[src/rtl/rxmon_pkg.sv]
package rxmon_pkg;
  typedef struct packed {
    logic tick;      // a bit slot is valid
    logic countBit;  // bit received while in sync
    logic countErr;  // errored bit received while in sync
    logic clearWin;  // sync declared: empty the error window
  } ctlStrobe_t;
endpackage

[src/rtl/rxmon_ctrl.sv]
module rxmon_ctrl #(
  parameter int SYNC_LEN = 32
) (
  input  logic                    clk,
  input  logic                    rst_n,
  input  logic                    bitEn,
  input  logic                    errBit,
  input  logic                    holdSync,
  input  logic                    lossHit,
  output rxmon_pkg::ctlStrobe_t   stb,
  output logic                    inSync
);
  localparam int GW = $clog2(SYNC_LEN);

  logic [GW-1:0] goodRun;
  logic declare, drop;

  always_comb begin
    stb.tick     = bitEn;
    stb.countBit = bitEn && inSync;
    stb.countErr = bitEn && inSync && errBit;
    declare      = bitEn && !inSync && !errBit && (goodRun == GW'(SYNC_LEN - 1));
    stb.clearWin = declare;
    drop         = stb.countBit && lossHit && !holdSync;
  end

  always_ff @(posedge clk or negedge rst_n) begin
    if (!rst_n) begin
      inSync  <= 1'b0;
      goodRun <= '0;
    end else if (bitEn) begin
      if (!inSync) begin
        if (declare) begin
          inSync  <= 1'b1;
          goodRun <= '0;
        end else if (errBit) begin
          goodRun <= '0;
        end else begin
          goodRun <= goodRun + 1'b1;
        end
      end else if (drop) begin
        inSync <= 1'b0;
      end
    end
  end
endmodule

[src/rtl/rxmon_dp.sv]
module rxmon_dp #(
  parameter int PAT_W    = 32,
  parameter int RUN_LEN  = 32,
  parameter int WIN_LEN  = 64,
  parameter int LOSS_THR = 6,
  parameter int CNT_W    = 32,
  parameter int SEL_W    = 2
) (
  input  logic                  clk,
  input  logic                  rst_n,
  input  rxmon_pkg::ctlStrobe_t stb,
  input  logic                  rxBit,
  input  logic                  errBit,
  input  logic [SEL_W-1:0]      byteSel,
  output logic                  lossHit,
  output logic                  allOnes,
  output logic                  allZeros,
  output logic [7:0]            patByte,
  output logic [CNT_W-1:0]      bitCount,
  output logic [CNT_W-1:0]      errCount,
  output logic                  bitCntWrap,
  output logic                  errCntWrap,
  output logic                  bitErrEvt
);
  localparam int RUN_W  = $clog2(RUN_LEN + 1);
  localparam int WIN_CW = $clog2(WIN_LEN + 1);
  localparam int NBYTES = PAT_W / 8;

  // run detectors: index 0 watches zeros, index 1 watches ones
  logic [1:0] runHit;
  for (genvar g = 0; g < 2; g++) begin : g_run
    logic [RUN_W-1:0] cnt;
    always_ff @(posedge clk or negedge rst_n) begin
      if (!rst_n) cnt <= '0;
      else if (stb.tick) begin
        if (rxBit == 1'(g)) begin
          if (cnt != RUN_W'(RUN_LEN)) cnt <= cnt + 1'b1;
        end else begin
          cnt <= '0;
        end
      end
    end
    assign runHit[g] = (cnt == RUN_W'(RUN_LEN));
  end
  assign allZeros = runHit[0];
  assign allOnes  = runHit[1];

  // kept pattern, newest bit at bit 0
  logic [PAT_W-1:0] patReg;
  always_ff @(posedge clk or negedge rst_n) begin
    if (!rst_n) patReg <= '0;
    else if (stb.tick) patReg <= {patReg[PAT_W-2:0], rxBit};
  end

  logic [7:0] byteArr [NBYTES];
  for (genvar b = 0; b < NBYTES; b++) begin : g_byte
    assign byteArr[b] = patReg[PAT_W-1-8*b -: 8];
  end
  assign patByte = byteArr[byteSel];

  // sliding error window with running count
  logic [WIN_LEN-1:0] winReg;
  logic [WIN_CW-1:0]  winCnt, winNext;
  assign winNext = winCnt + {{(WIN_CW-1){1'b0}}, errBit}
                          - {{(WIN_CW-1){1'b0}}, winReg[WIN_LEN-1]};
  assign lossHit = (winNext >= WIN_CW'(LOSS_THR));

  always_ff @(posedge clk or negedge rst_n) begin
    if (!rst_n) begin
      winReg <= '0;
      winCnt <= '0;
    end else if (stb.clearWin) begin
      winReg <= '0;
      winCnt <= '0;
    end else if (stb.countBit) begin
      winReg <= {winReg[WIN_LEN-2:0], errBit};
      winCnt <= winNext;
    end
  end

  // wrapping counters and event strobes
  always_ff @(posedge clk or negedge rst_n) begin
    if (!rst_n) begin
      bitCount   <= '0;
      errCount   <= '0;
      bitCntWrap <= 1'b0;
      errCntWrap <= 1'b0;
      bitErrEvt  <= 1'b0;
    end else begin
      bitCntWrap <= stb.countBit && (&bitCount);
      errCntWrap <= stb.countErr && (&errCount);
      bitErrEvt  <= stb.countErr;
      if (stb.countBit) bitCount <= bitCount + 1'b1;
      if (stb.countErr) errCount <= errCount + 1'b1;
    end
  end
endmodule

[src/rtl/rx_pattern_monitor.sv]
module rx_pattern_monitor #(
  parameter int PAT_W    = 32,
  parameter int RUN_LEN  = 32,
  parameter int SYNC_LEN = 32,
  parameter int WIN_LEN  = 64,
  parameter int LOSS_THR = 6,
  parameter int CNT_W    = 32,
  localparam int SEL_W   = $clog2(PAT_W / 8)
) (
  input  logic             clk,
  input  logic             rst_n,
  input  logic             bitEn,
  input  logic             rxBit,
  input  logic             errBit,
  input  logic             holdSync,
  input  logic [SEL_W-1:0] byteSel,
  output logic             inSync,
  output logic             searching,
  output logic             allOnes,
  output logic             allZeros,
  output logic             bitErrEvt,
  output logic             bitCntWrap,
  output logic             errCntWrap,
  output logic [CNT_W-1:0] bitCount,
  output logic [CNT_W-1:0] errCount,
  output logic [7:0]       patByte
);
  rxmon_pkg::ctlStrobe_t stb;
  logic lossHit;

  rxmon_ctrl #(.SYNC_LEN(SYNC_LEN)) u_ctrl (
    .clk(clk), .rst_n(rst_n), .bitEn(bitEn), .errBit(errBit),
    .holdSync(holdSync), .lossHit(lossHit), .stb(stb), .inSync(inSync)
  );

  rxmon_dp #(
    .PAT_W(PAT_W), .RUN_LEN(RUN_LEN), .WIN_LEN(WIN_LEN),
    .LOSS_THR(LOSS_THR), .CNT_W(CNT_W), .SEL_W(SEL_W)
  ) u_dp (
    .clk(clk), .rst_n(rst_n), .stb(stb), .rxBit(rxBit), .errBit(errBit),
    .byteSel(byteSel), .lossHit(lossHit), .allOnes(allOnes),
    .allZeros(allZeros), .patByte(patByte), .bitCount(bitCount),
    .errCount(errCount), .bitCntWrap(bitCntWrap), .errCntWrap(errCntWrap),
    .bitErrEvt(bitErrEvt)
  );

  assign searching = !inSync;
endmodule

[config.mk]
export PLATFORM = sky130hd
export DESIGN_NAME = rx_pattern_monitor
export DESIGN_NICKNAME = d
export VERILOG_FILES = /design/src/rtl/rxmon_pkg.sv /design/src/rtl/rxmon_ctrl.sv /design/src/rtl/rxmon_dp.sv /design/src/rtl/rx_pattern_monitor.sv
export SDC_FILE = /design/constraint.sdc
export NUM_CORES = 1
export LEC_CHECK = 0
export ABC_AREA = 1
export BUFFER_PORTS_ARGS = -buffer_cell sky130_fd_sc_hd__buf_2
export CORE_MARGIN = 3
export CORE_UTILIZATION = 55
export CTS_CLUSTER_DIAMETER = 40
export DETAILED_ROUTE_END_ITERATION = 10
export PLACE_DENSITY = 0.82
export SLEW_MARGIN = 20
export SYNTH_ARGS = -nofsm -noshare
export SYNTH_HDL_FRONTEND = slang
export SYNTH_SLANG_ARGS = --single-unit
[constraint.sdc]
create_clock -name clk -period 2.5 [get_ports clk]
set_clock_uncertainty 0.15 [all_clocks]
set_input_delay 0.75 -clock clk [delete_from_list [all_inputs] [get_ports clk]]
set_output_delay 0.75 -clock clk [all_outputs]
set_load 0.1 [all_outputs]
==> reports/qor.yml, run 1 <==
status: "complete, no violations"
fin_crit_sh_pct: 99.1
setup_viol: 0
wl_per_cell_um: 14.6
slew_violations: 0
syn_area_sq_mm: 0.00902
final_cells: 1395
grt_pass1_wl_um: 34500
routed_wl_um: 20300
max_cap_violations: 0
cts_tree: "done"
die_h_um: 134
crit_path_end_kind: "output port"
first_global_vias: 7207
start_util_pct: 56.6
syn_to_final_growth_pct: 18.6
htree_levels: 4
tightest_slew_ns: 0.592
final_nets: 1190
crit_chain: "buf_4 > inv_8 > buf_4 > nand2_1 > a21oi_4 > buf_12"
worstPathArrival_ns: 1.58
synthTopCellsByCount: "nand2_1, dfrtp_1, inv_1"
drcViolationCount: 0
syn_nets: 1092
critPathLaunchType: "primary input"
rsz0062_at_grt: "yes"
io_buffers: 86
crit_top_cell: "buf_4"
fillers: 1248
synth.distinct_cells: 36
hold_violations: 0
synthTopCellsByArea: "dfrtp_1, nand2_1, inv_1"
power_density_mw_per_mm2: 609
grt.overflow.total: 0
seq_area_sq_mm: 0.00471
antenna_found_initial: 0
place_ws_ns: -0.0738
internal_power_mw: 4.78
core_area_sq_mm: 0.0159
cpLargestDelayFamily: "buffers and inverters"
reg2reg_to: "u_ctrl.inSync"
drt_iter0_markers: 659
dr.pass1.iters: 5
r2r_slack_ns: 0.26
pwr-share-comb_pct: 9.4
root_buffer: "clkbuf_16"
ys_ff_latch: 188
place_inst: 1363
grt_start_max_net_pins: 53
rows: 46
clk_latency_ns: 0.43
dieArea_sq_mm: 0.0180
power.switching_mw: 1.73
min_period_ns: 2.48
cts_buffers: 17
max_freq_ghz: 0.403
num_antenna_cells: 0
layout-drive-gt1-share_pct: 15.1
timing.rr.start: "u_dp.winReg[63]"
synthCells: 1068
setup_slack_ns: 0.0216
io_pins: 87
pwr-share-clk_pct: 41.1
synth-edff-count: 0
cp.required_ns: 1.60
gp_congestion: 0.896
total_power_mw: 6.51
viasPerCell: 5.40
async_reset_ff_share_pct: 100
p_leak_nw: 5.41
ir_drop_mv: 0.541
sw_frac_of_total_pct: 26.5
fin_setup_tns_ns: 0
synth_flop_cell: "dfrtp_1"
clock_path_buffers: 2
path_buf_inv: 4
hp-class: "in2async"
yosys.area.top_type: "dfrtp_1"
reg2reg_depth: 15
clkSlewWorstSetupHoldPaths_ns: 0.07
synth_top_area_share_pct: 52.2
postCtsSetupBuffers: 0
track_usage_pct: 23.5
cpMaxStageDelayCell: "buf_12"
slew_headroom_pct: 60.3
path_class: "in2out"
detail-route-antenna-nets: 0
critPathMaxStageDelay_ns: 0.19
cts_sinks: 188
ys_seq_area_share_pct: 52.2
multiInputGateArea_sq_mm: 0.00366
hold_buffers: 0
seqPwrFrac_pct: 49.6
path_max_fanout: 19
dpl.hpwl_um: 13900
syn_avg_cell_area_sq_um: 8.44
die_w_um: 134
synth_most_common_cell: "nand2_1"
utilization_pct: 67.1
yosysWarnings: 0
vias: 7535
[power groups by stage]
| stage | Combinational (mW) | Sequential [mW] | Clock (mW) |
|---|---|---|---|
| 4_1_cts | 0.618 | 3.22 | 2.72 |
| 3_5_place_dp | 0.610 | 3.28 | 0 |
| 6_report | 0.611 | 3.23 | 2.67 |
| 3_3_place_gp | 0.589 | 3.28 | 0 |
| 2_1_floorplan | 0.385 | 3.25 | 0 |
| 5_1_grt | 0.666 | 3.24 | 2.86 |
[layer usage]
metal  wire length (um)  GRT usage (%)  up-vias
met1               8900           32.3     3610
li1                   -              -     3645
met3                984           3.98       34
met4                342           7.35        0
met5                  0              0        -
met2              10100           38.7      246
[cell type report]
class,instances,area share [%]
sequential,188,44.0
clock inverter,14,1.42
tap,216,2.53
clock buffer,18,4.11
multi-input combinational,677,34.2
inverter,174,6.19
timing repair buffer,108,7.55
[worst register-to-register path, stage by stage (launching register included)]
cell and delay, ns:
dfrtp_1 0.39, ha_1 0.28, inv_1 0.06, ha_1 0.15
inv_1 0.05, fa_1 0.37, inv_1 0.10, nand2_1 0.09
nand2_1 0.07, nand3_1 0.08, nand3_1 0.10, nor2_2 0.04
nand3_1 0.06, nand2_1 0.05, nand2_1 0.06, nand2_1 0.04
[registers in the layout, summed over array words and instances, names as in the netlist]
register,flops
u_dp.errCntWrap,1
u_dp.byteArr,32
u_ctrl.goodRun,5
u_dp.g_run.cnt,12
u_dp.errCount,32
u_dp.winReg,64
u_dp.bitCount,32
u_ctrl.inSync,1
u_dp.bitCntWrap,1
u_dp.winCnt,7
u_dp.bitErrEvt,1
[cells by family after synthesis]
group | count (synthesis) | synth area share (%)
AO/OA/AOI/OAI | 162 | 10.3
XOR/XNOR | 54 | 5.24
adder cells (fa/ha/maj) | 16 | 2.30
buffers and inverters | 203 | 8.62
flip-flops | 188 | 52.2
AND/OR/NAND/NOR | 445 | 21.4
[metrics by stage]
step / area [sq um] / hold slack, ns
after floorplan: 9180 / 0.292
after global placement: 10100 / 0.317
after detailed placement: 10100 / 0.311
after CTS: 10700 / 0.103
after global routing: 10700 / 0.113
final: 10700 / 0.100
[cells in the final DEF, fill, tap and decap left out, types with 4 or more instances in the layout]
cell type	netlist	layout
nand2_1	249	248
buf_12	0	14
clkbuf_16	0	17
buf_2	8	74
nand4_1	19	19
o22ai_1	71	67
inv_6	0	7
o31ai_1	8	8
nand3_1	45	45
a21oi_4	0	4
ha_1	15	15
nor2_2	5	6
a21oi_1	15	9
nor4_1	4	4
xor2_1	36	36
o21ai_2	1	4
buf_4	1	19
inv_1	170	166
dfrtp_1	188	187
o22ai_4	0	4
nor2_1	76	75
xnor2_1	18	18
nand3b_1	5	5
o21ai_0	65	56
o21ai_1	1	7
nor3_1	29	29
inv_2	2	5
[timing repair]
| item | CTS | global route |
|---|---|---|
| hold endpoints to repair | 0 | 0 |
| pin swaps | 0 | 0 |
| endpoints found under the setup margin | 5 | 6 |
| resized for setup | 7 | 7 |
[how the worst max path moves through the flow]
stage | start | to | slack, ns | cells after the start
floorplan | byteSel[0] | patByte[3] | -0.04 | 5
global placement | byteSel[0] | patByte[5] | -0.006 | 5
detailed placement | byteSel[0] | patByte[6] | -0.07 | 5
CTS | byteSel[0] | patByte[7] | 0.02 | 6
global route | byteSel[0] | patByte[1] | -0.05 | 6
finish | byteSel[0] | patByte[1] | 0.02 | 6
(Power assumes the default switching activity.)
==> run 2, diff against run 1 <==
Clock period 2.5 ns to 2.4 ns, I/O delays scaled along.
==> reports/qor.yml, run 2 (same netlist as run 1, synthesis figures left out) <==
startpoint: "byteSel[0]"
setup_viol: 0
first_global_vias: 7157
setup_slack_ns: 0.0191
start_util_pct: 56.6
clkSlewWorstSetupHoldPaths_ns: 0.07
gp_congestion: 0.929
hold_buffers: 0
placed_area_sq_mm: 0.0101
drcViolationCount: 0
path_class: "in2out"
timing.rr.start: "u_dp.winReg[63]"
path_max_fanout: 7
fillers: 1211
seqPwrFrac_pct: 49.6
max_cap_violations: 0
internal_power_mw: 4.96
min_period_ns: 2.38
track_usage_pct: 22.5
antenna_found_initial: 0
design_area_sq_mm: 0.0108
power.switching_mw: 1.81
die_w_um: 134
crit_chain: "buf_6 > buf_4 > a21oi_2 > a21oi_4 > buf_12"
die_h_um: 134
slew_violations: 0
place_ws_ns: -0.116
largest_reg_flops: 64
grt_pass1_wl_um: 33400
clk_latency_ns: 0.43
critPathLaunchType: "primary input"
p_leak_nw: 5.43
final_cell_mix: "nand2_1, dfrtp_1, inv_1"
syn_to_final_growth_pct: 19.6
power_density_mw_per_mm2: 628
dpl.hpwl_um: 14000
grt_start_max_net_pins: 52
cp.required_ns: 1.53
layout-drive-gt1-share_pct: 16.5
worstPathArrival_ns: 1.51
rows: 46
io_pins: 87
crit_path_end_kind: "output port"
grt.overflow.total: 0
critPathMaxStageDelay_ns: 0.20
num_antenna_cells: 0
sw_frac_of_total_pct: 26.7
htree_levels: 4
final_common_cell: "nand2_1"
cts_sinks: 188
vias: 7561
dieArea_sq_mm: 0.0180
pwr-share-comb_pct: 9.6
clock_path_buffers: 2
cts_tree: "done"
cpMaxStageDelayCell: "buf_4"
routed_wl_um: 19700
largest_register: "u_dp.winReg"
viasPerCell: 5.41
hold_violations: 0
wl_per_cell_um: 14.1
dr.pass1.iters: 6
final_nets: 1193
drt_iter0_markers: 745
seq_area_sq_mm: 0.00471
tightest_slew_ns: 0.582
root_buffer: "clkbuf_16"
rsz0062_at_grt: "yes"
detail-route-antenna-nets: 0
cts_buffers: 17
slew_headroom_pct: 61.0
status: "complete, no violations"
max_freq_ghz: 0.420
fin_setup_tns_ns: 0
io_buffers: 86
ir_drop_mv: 0.587
final_cells: 1398
pwr-share-clk_pct: 40.8
utilization_pct: 67.7
fin_crit_sh_pct: 99.2
multiInputGateArea_sq_mm: 0.00371
core_area_sq_mm: 0.0159
hp-class: "in2async"
place_inst: 1364
-- run 2: layout make-up --
type / count / share of cell area [%]
Clock buffer: 17 / 3.94
Clock inverter: 15 / 1.39
Inverter: 174 / 6.23
Multi-Input combinational cell: 677 / 34.4
Sequential cell: 188 / 43.6
Tap cell: 216 / 2.51
Timing Repair Buffer: 111 / 7.91
-- run 2: worst paths after layout --
| check | to | slack [ns] | cells after the start |
|---|---|---|---|
| max | patByte[5] | 0.02 | 5 |
| min | u_dp.bitCntWrap | 0.08 | 1 |
| max reg2reg | u_ctrl.inSync | 0.20 | 12 |
| min reg2reg | u_dp.errCount[25] | 0.37 | 1 |
| max in group asynchronous | u_dp.g_run[0].cnt[5] | 1.45 | 2 |
| min in group clk | u_dp.errCount[25] | 0.37 | 1 |
-- run 2: what timing repair did --
action	CTS	global route
gates resized for setup	12	20
pin swaps	1	3
buffers inserted	0	2
endpoints found under the setup margin	10	9
-- run 2: through the flow --
| stage | hold WS (ns) | total power, mW |
|---|---|---|
| 2_1_floorplan | 0.274 | 3.79 |
| 3_3_place_gp | 0.318 | 4.03 |
| 3_5_place_dp | 0.311 | 4.05 |
| 4_1_cts | 0.0910 | 6.80 |
| 5_1_grt | 0.102 | 7.01 |
| 6_report | 0.0785 | 6.77 |
-- run 2: routing by layer --
metal  GRT usage (%)  part of all wire (%)
met5               0                     0
met3            3.56                   5.1
met4            7.52                   1.9
met2            36.1                    48
met1            31.7                    45
-- run 2: power by group through the flow --
stage / clock network [mW] / logic, mW / registers, mW
floorplan: 0 / 0.404 / 3.39
global placement: 0 / 0.620 / 3.41
detailed placement: 0 / 0.640 / 3.41
CTS: 2.80 / 0.647 / 3.35
global route: 2.92 / 0.712 / 3.37
finish: 2.76 / 0.648 / 3.36
-- run 2: critical path: cells and delay by family --
kind            cells  cell delay, ns
buf+inv             3            0.52
compound gates      2            0.26
==> run 3, diff against run 2 <==
--- a/config.mk
+++ b/config.mk
@@ -9,7 +9,10 @@
 export BUFFER_PORTS_ARGS = -buffer_cell sky130_fd_sc_hd__buf_2
+export CAP_MARGIN = 10
+export CELL_PAD_IN_SITES_DETAIL_PLACEMENT = 1
+export CELL_PAD_IN_SITES_GLOBAL_PLACEMENT = 1
 export CORE_MARGIN = 3
-export CORE_UTILIZATION = 55
+export CORE_UTILIZATION = 45
 export CTS_CLUSTER_DIAMETER = 40
 export DETAILED_ROUTE_END_ITERATION = 10
-export PLACE_DENSITY = 0.82
+export PLACE_DENSITY = 0.87
 export SLEW_MARGIN = 20
==> constraint.sdc (replaced) <==
create_clock -name clk -period 2.4 [get_ports clk]
set_clock_uncertainty 0.15 [all_clocks]
set_input_delay 0.12 -clock clk [delete_from_list [all_inputs] [get_ports clk]]
set_output_delay 0.12 -clock clk [all_outputs]
set_load 0.1 [all_outputs]
==> reports/qor.yml, run 3 (same netlist as run 1, synthesis figures left out) <==
vias: 7617
ir_drop_mv: 0.415
hold_violations: 0
max_cap_violations: 0
first_global_vias: 8222
cts_buffers: 17
setup_slack_ns: -0.0109
p_leak_nw: 5.33
grt_start_max_net_pins: 61
num_antenna_cells: 0
slew_violations: 0
cts_tree: "done"
start_util_pct: 46.0
core_area_sq_mm: 0.0196
final_cell_mix: "nand2_1, dfrtp_1, inv_1"
utilization_pct: 53.3
cts_sinks: 188
critPathLaunchType: "flop"
crit_path_end_kind: "flop"
dr.pass1.iters: 4
min_period_ns: 2.41
detail-route-antenna-nets: 0
drt_iter0_markers: 326
fin_crit_sh_pct: 100
violations: "negative setup slack"
clkSlewWorstSetupHoldPaths_ns: 0.07
worstPathArrival_ns: 2.62
io_buffers: 86
clk_latency_ns: 0.43
drcViolationCount: 0
root_buffer: "clkbuf_16"
rows: 51
r2r_slack_ns: -0.01
place_ws_ns: 0.0850
dieArea_sq_mm: 0.0218
antenna_found_initial: 0
track_usage_pct: 22.4
grt.overflow.total: 0
slew_headroom_pct: 61.6
clock_path_buffers: 2
path_max_fanout: 2
dpl.hpwl_um: 16700
max_freq_ghz: 0.415
path_class: "reg2reg"
syn_to_final_growth_pct: 15.9
gp_congestion: 0.811
power_density_mw_per_mm2: 629
final_nets: 1191
grt_pass1_wl_um: 40000
layout-drive-gt1-share_pct: 13.8
largest_reg_flops: 64
routed_wl_um: 24500
die_w_um: 148
wl_per_cell_um: 17.0
io_pins: 87
setup_viol: 1
final_common_cell: "nand2_1"
die_h_um: 148
largest_register: "u_dp.winReg"
tightest_slew_ns: 0.575
viasPerCell: 5.27
htree_levels: 4
cp.required_ns: 2.61
hp-class: "in2async"
status: "complete, but fails checks"
-- run 3: worst paths after layout --
| kind | start | endpoint | cells past startpoint |
|---|---|---|---|
| setup / recovery | u_dp.winReg[63] | u_ctrl.inSync | 12 |
| max in group asynchronous | rst_n | u_dp.winReg[36] | 3 |
| setup reg to reg | u_dp.winReg[63] | u_ctrl.inSync | 12 |
| hold reg to reg | u_dp.bitCount[12] | u_dp.bitCount[12] | 1 |
| hold / removal | rst_n | u_dp.bitCount[22] | 2 |
| min in group clk | bitEn | u_dp.bitCount[0] | 3 |
-- run 3: final cells by class --
type | instances | area (sq um)
clock inverters | 13 | 119
inverters | 174 | 654
fillers | 2404 | 9140
flip-flops and latches | 188 | 4700
multi-input cells | 677 | 3560
repair buffers | 109 | 647
well taps | 265 | 332
clock buffers | 18 | 429
-- run 3: routing by layer --
layer  GRT usage, %  part of all wire, %
met1           28.6                   43
met2           39.5                   53
met3           3.49                  2.4
met4           6.57                  1.6
met5              0                    0
-- run 3: worst max-delay path, stage by stage, from the launching register on --
cell      delay (ns)
dfrtp_1         0.40
ha_1            0.30
inv_1           0.07
ha_2            0.18
inv_2           0.05
fa_2            0.55
nand3b_1        0.14
nand3_2         0.08
nor2_1          0.12
nand3_1         0.09
nand2_1         0.08
nand2_1         0.05
nand2_1         0.07
-- run 3: timing repair --
item	in CTS	in global routing
cloned	0	0
setup buffers	0	3
endpoints found under the hold margin	170	0
hold buffers	4	0
pin swaps	0	4
gates resized for setup	2	7
setup endpoints to repair	1	1
-- run 3: through the flow --
stage / setup TNS [ns] / instance area (sq um) / hold slack (ns) / power, mW / instances
after floorplan: 0 / 9020 / -0.326 / 3.72 / 1068
after global placement: 0 / 9810 / -0.0202 / 3.88 / 1406
after detailed placement: 0 / 9810 / -0.0140 / 3.91 / 1406
after CTS: 0 / 10400 / 0.0785 / 6.62 / 1441
after global routing: -0.0869 / 10400 / 0.0860 / 6.82 / 1444
final: -0.0109 / 10400 / 0.0799 / 6.57 / 1444
-- run 3: report_power, final --
part,switching (mW),internal (mW),leakage [nW]
combinational,0.394,0.124,2.93
clock,1.27,1.43,0.264
sequential,0.0783,3.27,2.13
